**config.mk**
```make
export PLATFORM = sky130hd
export DESIGN_NAME = intr_prio_ack
export DESIGN_NICKNAME = d
export VERILOG_FILES = /design/src/rtl/intr_prio_ack.sv
export SDC_FILE = /design/constraint.sdc
export NUM_CORES = 1
export LEC_CHECK = 0
export ABC_AREA = 1
export CORE_ASPECT_RATIO = 0.9
export CORE_UTILIZATION = 30
export DETAILED_ROUTE_END_ITERATION = 12
export GPL_ROUTABILITY_DRIVEN = 0
export SLEW_MARGIN = 20
export SYNTH_ARGS = -nofsm -noshare
export SYNTH_HDL_FRONTEND = slang
export SYNTH_SLANG_ARGS = --single-unit
```
**constraint.sdc**
```tcl
create_clock -name clk -period 2.25 [get_ports clk]
set_clock_uncertainty 0.1 [all_clocks]
set_input_delay 0.45 -clock clk [delete_from_list [all_inputs] [get_ports clk]]
set_output_delay 0.45 -clock clk [all_outputs]
set_load 0.03 [all_outputs]
```
**src/rtl/intr_prio_ack.sv**
```systemverilog
module intr_prio_ack (
  input  logic       clk,
  input  logic       rst_n,
  input  logic [7:0] irq_pin,
  input  logic [7:0] cfg_mask,
  input  logic [7:0] cfg_cascade,
  input  logic [4:0] cfg_base,
  input  logic       cfg_auto_eoi,
  input  logic       cfg_slave_present,
  input  logic       ack,
  input  logic       eoi_nonspec,
  input  logic       eoi_spec,
  input  logic [2:0] eoi_line,
  output logic       int_out,
  output logic       vec_valid,
  output logic       slave_sel,
  output logic [7:0] vec_out
);

  function automatic logic [2:0] top_bit(input logic [7:0] v);
    logic [2:0] r;
    r = 3'd0;
    for (int i = 0; i < 8; i++)
      if (v[i]) r = 3'(i);
    return r;
  endfunction

  logic [7:0] pin_q, pend_q, serv_q;
  logic       int_q;

  logic [7:0] fresh;
  logic [2:0] win;
  logic       has_req, take;
  logic [7:0] win_oh, retire, pend_left, serv_left;
  logic       any_eoi, fwd_new, reoffer;

  assign fresh   = irq_pin & ~pin_q & ~cfg_mask;
  assign win     = top_bit(pend_q);
  assign has_req = |pend_q;
  assign take    = ack & has_req;
  assign win_oh  = take ? (8'b1 << win) : 8'b0;
  assign any_eoi = eoi_spec | eoi_nonspec;

  always_comb begin
    if (eoi_spec)
      retire = 8'b1 << eoi_line;
    else if (eoi_nonspec && |serv_q)
      retire = 8'b1 << top_bit(serv_q);
    else
      retire = 8'b0;
  end

  assign pend_left = pend_q & ~win_oh;
  assign serv_left = serv_q & ~retire;

  always_comb begin
    fwd_new = 1'b0;
    for (int i = 0; i < 8; i++)
      if (fresh[i] && ((serv_q >> i) == 8'b0)) fwd_new = 1'b1;
  end

  assign reoffer = any_eoi && (|pend_left) &&
                   ((serv_left >> top_bit(pend_left)) == 8'b0);

  always_ff @(posedge clk) begin
    if (!rst_n) begin
      pin_q     <= 8'b0;
      pend_q    <= 8'b0;
      serv_q    <= 8'b0;
      int_q     <= 1'b0;
      vec_valid <= 1'b0;
      slave_sel <= 1'b0;
      vec_out   <= 8'b0;
    end else begin
      pin_q     <= irq_pin;
      pend_q    <= pend_left | fresh;
      serv_q    <= serv_left | (cfg_auto_eoi ? 8'b0 : win_oh);
      int_q     <= (int_q & ~ack) | fwd_new | reoffer;
      vec_valid <= ack;
      if (ack) begin
        vec_out   <= {cfg_base, has_req ? win : 3'd7};
        slave_sel <= take & cfg_cascade[win] & cfg_slave_present;
      end else begin
        slave_sel <= 1'b0;
      end
    end
  end

  assign int_out = int_q;


  int_hold_chk: assert property (@(posedge clk) disable iff (!rst_n)
    int_out && !ack |=> int_out);


  mask_drop_chk: assert property (@(posedge clk) disable iff (!rst_n)
    1'b1 |=> ((pend_q & ~$past(pend_q) & $past(cfg_mask)) == 8'b0));


  empty_ack_vec_chk: assert property (@(posedge clk) disable iff (!rst_n)
    ack && pend_q == 8'b0 && !any_eoi |=>
      vec_out == {$past(cfg_base), 3'b111} && !slave_sel && $stable(serv_q));


  auto_eoi_chk: assert property (@(posedge clk) disable iff (!rst_n)
    ack && cfg_auto_eoi && !any_eoi |=> $stable(serv_q));


  slave_gate_chk: assert property (@(posedge clk) disable iff (!rst_n)
    slave_sel |-> $past(cfg_slave_present) && vec_valid);

endmodule

```
* Word level (Yosys, flattened, before mapping)
Cells that the tools add are included.
Cells by class: reductions and logical operators 24, divide/modulo/power cells 0, equality and inequality tests 0, shift-type cells 4, bitwise operators 18, multipliers 0, mux-type cells 38, add/subtract/negate cells 0, order comparisons 1
Operators with widths (number):
- $logic_not 8->1 | 9
- $mux 3 | 19
- $and 8x8->8 | 4
- $mux 8 | 4
- $not 8->8 | 4
- $reduce_or 8->1 | 3
- $shl 1x3->8 const A | 3
- $or 8x8->8 | 2
- $mux 1 | 12
- $logic_and 1x1->1 | 11
- $shr 8x3->8 | 1
- $and 1x1->1 | 4
- $lt 3x4->1 const B | 1
- $mux 2 | 2
- $bmux 1 s3 | 1
- $or 1x1->1 | 3
- $reduce_and 2->1 | 1
- $not 1->1 | 1
Word-level totals: RAM bits 0, bits in latches 0, bits of input ports 39, bits in registers 35, memories 0, output and inout bits 11, logic and storage cells 92, memory bits (read-only) 0

* Longest topological paths before layout
Gate-level depths: netlist (run 1).
depth in word-level cells 22, depth in mapped cells 21, mapped depth without buffers 21

* Worst setup path after synthesis (run 1)
Ideal clock, no wire load.
kind flip-flop to flip-flop, start reg pend_q[4], end reg int_q (netlist: int_out), library setup time 131 ps, required time 2019 ps, path slack 456 ps, arrival time 1564 ps, clock period less this slack 1794 ps, cell stages (with the launch flop) 21, path through dfxtp_1 -> inv_1 -> nand2_2 -> nor2_2 -> nor2_8 -> inv_4 -> nor2_8 -> nand2_1 -> nand2_2 -> nand2_2 -> clkinv_2 -> nand2_2 -> nand3_1 -> nand2_1 -> nand2_1 -> nand2_1 -> nand2_1 -> nand2_1 -> nand2_1 -> nand2_1 -> a21oi_2
On the way: cells in the longest elaborated chain, start to end 19
RTL lines:
- start: declaration | line 28 | logic [7:0] pin_q, pend_q, serv_q;
- start signal: assignment | line 76 | pend_q <= pend_left | fresh;
- $mux 3 (4 in a row) | line 24 | if (v[i]) r = 3'(i);
- $shl 1x3->8 | line 41 | assign win_oh = take ? (8'b1 << win) : 8'b0;
- $mux 8 | line 41
- $not 8->8 | line 53 | assign pend_left = pend_q & ~win_oh;
- $and 8x8->8 (*) | line 53
- $mux 1 | line 24
- $mux 3 (6 in a row) | line 24
- $shr 8x3->8 | line 63 | ((serv_left >> top_bit(pend_left)) == 8'b0);
- $logic_not 8->1 | line 63
- $logic_and 1x1->1 (*) | line 62 | assign reoffer = any_eoi && (|pend_left) &&
- $or 1x1->1 (*) | line 78 | int_q <= (int_q & ~ack) | fwd_new | reoffer;
- end signal: assignment | line 78
- end: declaration | line 29 | logic int_q;
Every way passes the cells marked *; elsewhere a longest branch is shown, timed or not. A chain may end at the register's enable or synchronous reset.

* Worst setup path in the final report (run 1)
start in eoi_nonspec, end reg int_q (netlist: int_out)
On the way: cells in the longest elaborated chain, start to end 9
RTL lines:
- start: declaration | line 11 | input logic eoi_nonspec,
- $logic_and 1x1->1 | line 47 | else if (eoi_nonspec && |serv_q)
- $mux 8 | line 47
- $mux 8 | line 45 | if (eoi_spec)
- $not 8->8 | line 54 | assign serv_left = serv_q & ~retire;
- $and 8x8->8 | line 54
- $shr 8x3->8 | line 63
- $logic_not 8->1 | line 63
- $logic_and 1x1->1 (*) | line 62
- $or 1x1->1 (*) | line 78
Marks and branches as above.

==> flow_summary.json, run 1 <==
{
  "syn_inst": 282,
  "via_per_inst": 4.692,
  "ff2ff_path_depth": 19,
  "critPathKind": "primary input to flip-flop",
  "drive_gt1_share_pct": 17.68,
  "dp_slack_ns": -0.08191,
  "status": "finished clean",
  "fin_setup_tns_ns": 0,
  "ys_types": 33,
  "mostFrequentLayoutCells": "nand2_1 (59), clkdlybuf4s50_1 (49), inv_1 (48)",
  "ys_ff_latch": 35,
  "grt_pass1_wl_um": 9149,
  "cap_violations": 0,
  "cts_sinks": 35,
  "cts.clk_slew.worst_paths_ns": 0.07,
  "max_freq_mhz": 486.5,
  "wl_per_cell_um": 12.09,
  "dp.final_hpwl_um": 4255,
  "startpoint_type": "primary input",
  "htreeDepth": 2,
  "syn_to_final_growth_pct": 46.00,
  "vias": 2027,
  "synth_nets": 321,
  "drc": 0,
  "dr.pass1.iters": 4,
  "mostFrequentLayoutCell": "nand2_1",
  "multi_input_area_sq_um": 959.7,
  "worstSkewPairLatency_ns": 0.29,
  "num-nets-final": 400,
  "powerDensity_nw_per_um2": 585.7,
  "synth_area_sq_um": 1877,
  "setup_viol": 0,
  "r2r-start": "pend_q[2]$_SDFF_PN0_",
  "boundaryPins": 50,
  "ys_seq_area_share_pct": 37.33,
  "crit_arrival_ns": 2.18,
  "grt_pass1_vias": 1991,
  "place.port_buffers": 49,
  "n_fill_cell": 638,
  "grt_max_degree": 17,
  "ir_drop_uv": 306.1,
  "die_w_um": 85.38,
  "slew_viol_final": 0,
  "ctsLongestPathBuffers": 2,
  "r2r_end": "int_out$_SDFF_PN0_",
  "ant_nets": 0,
  "worstMarginPinSlew_ns": 0.5422,
  "diodes": 0,
  "cts_tree": "yes",
  "min_from": "vec_out[2]$_SDFFE_PN0P_",
  "cp-end-kind": "flip-flop",
  "hold_path_end": "vec_out[2]$_SDFFE_PN0P_",
  "cts_root_buf": "clkbuf_8",
  "rows": 26,
  "reg2reg_slack_ns": 0.23,
  "period_minus_slack_ns": 2.055,
  "grt_use_total_pct": 17.46,
  "ys_warn_count": 0,
  "cts_buffers": 5,
  "slew_headroom_pct": 63.39,
  "cp_data_required_time_ns": 2.37,
  "hold_path.class": "flip-flop to flip-flop",
  "die_h_um": 77.04,
  "ctsHoldBuffers": 0,
  "cp_max_fo": 4,
  "start_util_pct": 32.05,
  "ff_latch_area_sq_um": 700.7,
  "drt-initial-drc-count": 162,
  "p_leak_nw": 1.280,
  "hold_viol_final": 0,
  "period_share_pct": 91.35,
  "antenna_found_initial": 0,
  "setup_slack_ns": 0.1946,
  "overflow": 0,
  "rsz0062_at_grt": "false",
  "syn_area_per_cell_sq_um": 6.655,
  "drt_wl_total_um": 5223,
  "core_area_sq_um": 5856,
  "design.die.area_sq_um": 6577,
  "min_path_cells": 2
}
area by class of cell:
type | instances | area share (%)
multi-input combinational | 187 | 35.02
sequential | 35 | 25.57
timing repair buffer | 76 | 25.30
inverter | 56 | 7.808
tap | 70 | 3.196
clock buffer | 6 | 2.648
clock inverter | 2 | 0.4566
worst max path at each step:
stage | startpoint | to | slack (ns) | cells after the start
2_1_floorplan | pend_q[4]$_SDFF_PN0_ | int_out$_SDFF_PN0_ | 0.46 | 20
3_3_place_gp | ack | int_out$_SDFF_PN0_ | -0.08 | 16
3_5_place_dp | eoi_nonspec | int_out$_SDFF_PN0_ | -0.08 | 17
4_1_cts | pend_q[2]$_SDFF_PN0_ | int_out$_SDFF_PN0_ | 0.21 | 19
5_1_grt | pend_q[1]$_SDFF_PN0_ | int_out$_SDFF_PN0_ | 0.01 | 19
6_report | eoi_nonspec | int_out$_SDFF_PN0_ | 0.19 | 17
synthesized netlist by cell type:
cell type   n  area, sq um
o22ai_1     3        18.77
nand2_1    60        225.2
inv_1      48        180.2
nand2_2     8        50.05
nor3_1      7        35.03
a31oi_1     4        25.02
inv_4       1        6.260
or3b_2      4        35.03
nor2_8      2        40.04
o221ai_1    2        17.52
nor2_2      3        18.77
a21oi_2     1        8.760
a21boi_0    1        7.510
inv_2       6        22.52
nor4_1      1        6.260
a21oi_1    22        110.1
nand2_4     1        11.26
a41oi_1     1        8.760
clkinv_2    1        5.000
a211oi_1    1        7.510
nand3_2     1        10.01
nand4_1     3        18.77
nand3_1    11        55.05
o211ai_1    1        7.510
nor2_4      1        11.26
o21ai_0    15        75.07
a21boi_1    1        7.510
nor3b_1     1        7.510
o311ai_0    1        8.760
nor2_1     30        112.6
dfxtp_1    35        700.7
o31ai_1     1        7.510
clkbuf_1    4        15.01
power by group:
group	total [mW]	internal [mW]	switching [mW]
registers	0.678	0.657	0.0205
clock network	0.448	0.216	0.232
logic	0.479	0.218	0.261
total	1.61	1.09	0.513
sequential cells by signal, summed over array words and instances (netlist names):
register,cells
vec_out,8
pend_q,8
slave_sel,1
int_out,1
vec_valid,1
pin_q,8
serv_q,8
cells by family (layout without fill, tap and decap cells):
family / Yosys count / in the layout / synth area share [%]
AO/OA/AOI/OAI: 54 / 54 / 16.53
buffers and inverters: 60 / 140 / 12.20
flip-flops: 35 / 35 / 37.33
AND/OR/NAND/NOR: 133 / 133 / 33.93
timing repair:
| item | CTS | global route |
|---|---|---|
| gates resized for setup | 0 | 4 |
| endpoints found under the setup margin | 0 | 1 |
| hold endpoints to repair | 0 | 0 |
| buffers inserted | 0 | 1 |
layer usage:
metal	vias up	share of wire [%]	track usage, %
li1	1059	-	-
met1	899	49	23.75
met2	62	44	27.82
met3	7	5.4	3.983
met4	0	0.92	4.500
met5	-	0	0
metrics by stage:
| stage | power (mW) | hold slack (ns) | std cells | utilization [%] | instance area (sq um) |
|---|---|---|---|---|---|
| floorplan | 0.9554 | 0.3735 | 282 | - | 1877 |
| global placement | 1.159 | 0.3638 | 423 | 45.00 | 2635 |
| detailed placement | 1.160 | 0.3849 | 423 | 45.00 | 2635 |
| CTS | 1.609 | 0.4059 | 431 | 46.45 | 2720 |
| global route | 1.708 | 0.4457 | 432 | 46.79 | 2740 |
| finish | 1.605 | 0.3943 | 432 | 46.79 | 2740 |
critical path, stage by stage:
cell,delay (ns)
clkdlybuf4s50_1,0.48
inv_1,0.04
nor2_1,0.11
nand2_1,0.06
nor2_1,0.20
nand4_1,0.12
nand2_1,0.09
nand2_1,0.05
nand3_1,0.08
nand2_1,0.06
nand2_1,0.08
nand2_1,0.04
nand2_1,0.05
nand2_1,0.05
nand2_1,0.05
nand2_1,0.05
a21oi_2,0.10
Note: power is estimated with default switching activity, not from simulation.
==> run 2: changes to the inputs <==
Settings changed: CORE_MARGIN set to 4.
==> run 2 against run 1 <==
Compared with the run above: worst setup slack improved by 0.030 ns; sequential share of layout area increased by 0.057 points; register-to-register slack improved by 0.02 ns; flip-flop and latch count unchanged; wire length increased by 1.6%; final cell count unchanged; non-clock buffer count decreased by 2; largest power group unchanged; highest routed layer unchanged.
==> flow_summary.json, run 2 (same netlist as run 1, synthesis figures left out) <==
{
  "status": "finished clean",
  "cts.clk_slew.worst_paths_ns": 0.07,
  "min_from": "vec_out[2]$_SDFFE_PN0P_",
  "slew_viol_final": 0,
  "path_delay_family": "buffers and inverters",
  "reg2reg_slack_ns": 0.25,
  "crit_path_cell_trace": "clkdlybuf4s50_1, inv_1, nor2_1, a21boi_0, buf_4, nand2_1, nand2_1, o21ai_0, a21oi_1, nand2_1, nand2_1, nand2_1, nand2_1, nand2_1, a21oi_2",
  "setup_viol": 0,
  "period_minus_slack_ns": 2.025,
  "wl_per_cell_um": 12.29,
  "die_w_um": 91.38,
  "grt_pass1_wl_um": 8866,
  "overflow": 0,
  "hold_viol_final": 0,
  "cap_violations": 0,
  "worstMarginPinSlew_ns": 0.5305,
  "ctsLongestPathBuffers": 2,
  "cts_tree": "yes",
  "place.port_buffers": 49,
  "die_h_um": 83.04,
  "cp_data_required_time_ns": 2.38,
  "ff2ff_path_depth": 19,
  "mostFrequentLayoutCell": "nand2_1",
  "place_area_sq_um": 2630,
  "slew_headroom_pct": 64.60,
  "drt_wl_total_um": 5308,
  "r2r-start": "pend_q[2]$_SDFF_PN0_",
  "critical_path.max_stage_delay_ns": 0.47,
  "critPathKind": "primary input to flip-flop",
  "period_share_pct": 90.02,
  "r2r_end": "int_out$_SDFF_PN0_",
  "worst-path-buf-inv": 3,
  "cts_root_buf": "clkbuf_8",
  "design.die.area_sq_um": 7587,
  "grt_max_degree": 17,
  "max_freq_mhz": 493.7,
  "instances_no_fill": 432,
  "cp-end-kind": "flip-flop",
  "cp_max_fo": 4,
  "power_mw": 1.626,
  "worst_path_most_repeated_cell": "nand2_1",
  "rows": 27,
  "cts_setup_buffers": 0,
  "powerDensity_nw_per_um2": 593.8,
  "htreeDepth": 2,
  "grt_use_total_pct": 14.36,
  "cts_buffers": 5,
  "drc": 0,
  "grt_pass1_vias": 1942,
  "ir_drop_uv": 261.8,
  "slowest_stage": "clkdlybuf4s50_1",
  "rsz0062_at_grt": "false",
  "start_util_pct": 30.86,
  "mostFrequentLayoutCells": "nand2_1 (60), clkdlybuf4s50_1 (49), inv_1 (48)",
  "syn_to_final_growth_pct": 45.93,
  "drive_gt1_share_pct": 18.33,
  "num-nets-final": 398,
  "n_fill_cell": 643,
  "ant_nets": 0,
  "drt-initial-drc-count": 133,
  "boundaryPins": 50,
  "crit_arrival_ns": 2.15,
  "hold_path.class": "flip-flop to flip-flop",
  "dr.pass1.iters": 4,
  "via_per_inst": 4.641,
  "antenna_found_initial": 0,
  "dp_cells": 424,
  "worstSkewPairLatency_ns": 0.29,
  "hold_path_end": "vec_out[2]$_SDFFE_PN0P_",
  "min_path_cells": 2,
  "cts_sinks": 35,
  "design_area_sq_um": 2739,
  "dp.final_hpwl_um": 4448,
  "dp_slack_ns": -0.09196,
  "p_leak_nw": 1.274,
  "startpoint_type": "primary input",
  "setup_slack_ns": 0.2246,
  "core_area_sq_um": 6081,
  "vias": 2005,
  "diodes": 0
}
==> run 2: cell types whose count changed in the layout (fill, tap and decap cells not counted), sizes merged <==
cell  change
buf       -2
==> run 2: timing repair <==
action	CTS	global route
setup endpoints to repair	0	1
gates resized for setup	0	4
hold buffers	0	0
==> run 2: layer usage <==
metal	routed length, um	global-route usage (%)	vias to the layer above
li1	-	-	1045
met4	72	4.932	0
met2	2351	22.26	61
met1	2578	19.40	891
met3	305	3.533	8
met5	0	0	-
==> run 2: area by class of cell <==
class / instances / area, sq um / area share (%)
clock inverters: 2 / 16.27 / 0.5939
flip-flops and latches: 35 / 701.9 / 25.63
multi-input cells: 187 / 955.9 / 34.90
well taps: 72 / 90.09 / 3.289
inverters: 56 / 214.0 / 7.812
clock buffers: 6 / 82.58 / 3.015
repair buffers: 74 / 678.2 / 24.76
==> run 2: report_power, final <==
part / switching [mW] / internal (mW)
Combinational: 0.257 / 0.210
Sequential: 0.0206 / 0.658
Clock: 0.231 / 0.250
Total: 0.509 / 1.12
==> run 2: worst max-delay path by stage <==
stage | start | end | cells after the start
after CTS | eoi_nonspec | int_out$_SDFF_PN0_ | 15
final | eoi_nonspec | int_out$_SDFF_PN0_ | 15
after global placement | ack | int_out$_SDFF_PN0_ | 11
after global routing | pend_q[4]$_SDFF_PN0_ | int_out$_SDFF_PN0_ | 20
after floorplan | pend_q[4]$_SDFF_PN0_ | int_out$_SDFF_PN0_ | 20
after detailed placement | eoi_nonspec | int_out$_SDFF_PN0_ | 15
==> run 2: worst min-delay path, delay by kind of cell, from the launching register on <==
family	cells	cell delay, ns
AO/OA/AOI/OAI	1	0.08
buffers and inverters	1	0.05
flip-flops	1	0.33
==> run 2: stage by stage <==
step / setup TNS (ns) / hold WS, ns / util [%]
after floorplan: 0 / 0.3735 / -
after detailed placement: -0.09196 / 0.3733 / 43.25
after global routing: 0 / 0.4168 / 45.04
after global placement: -0.06866 / 0.3677 / 43.25
after CTS: 0 / 0.3947 / 44.88
final: 0 / 0.3925 / 45.04
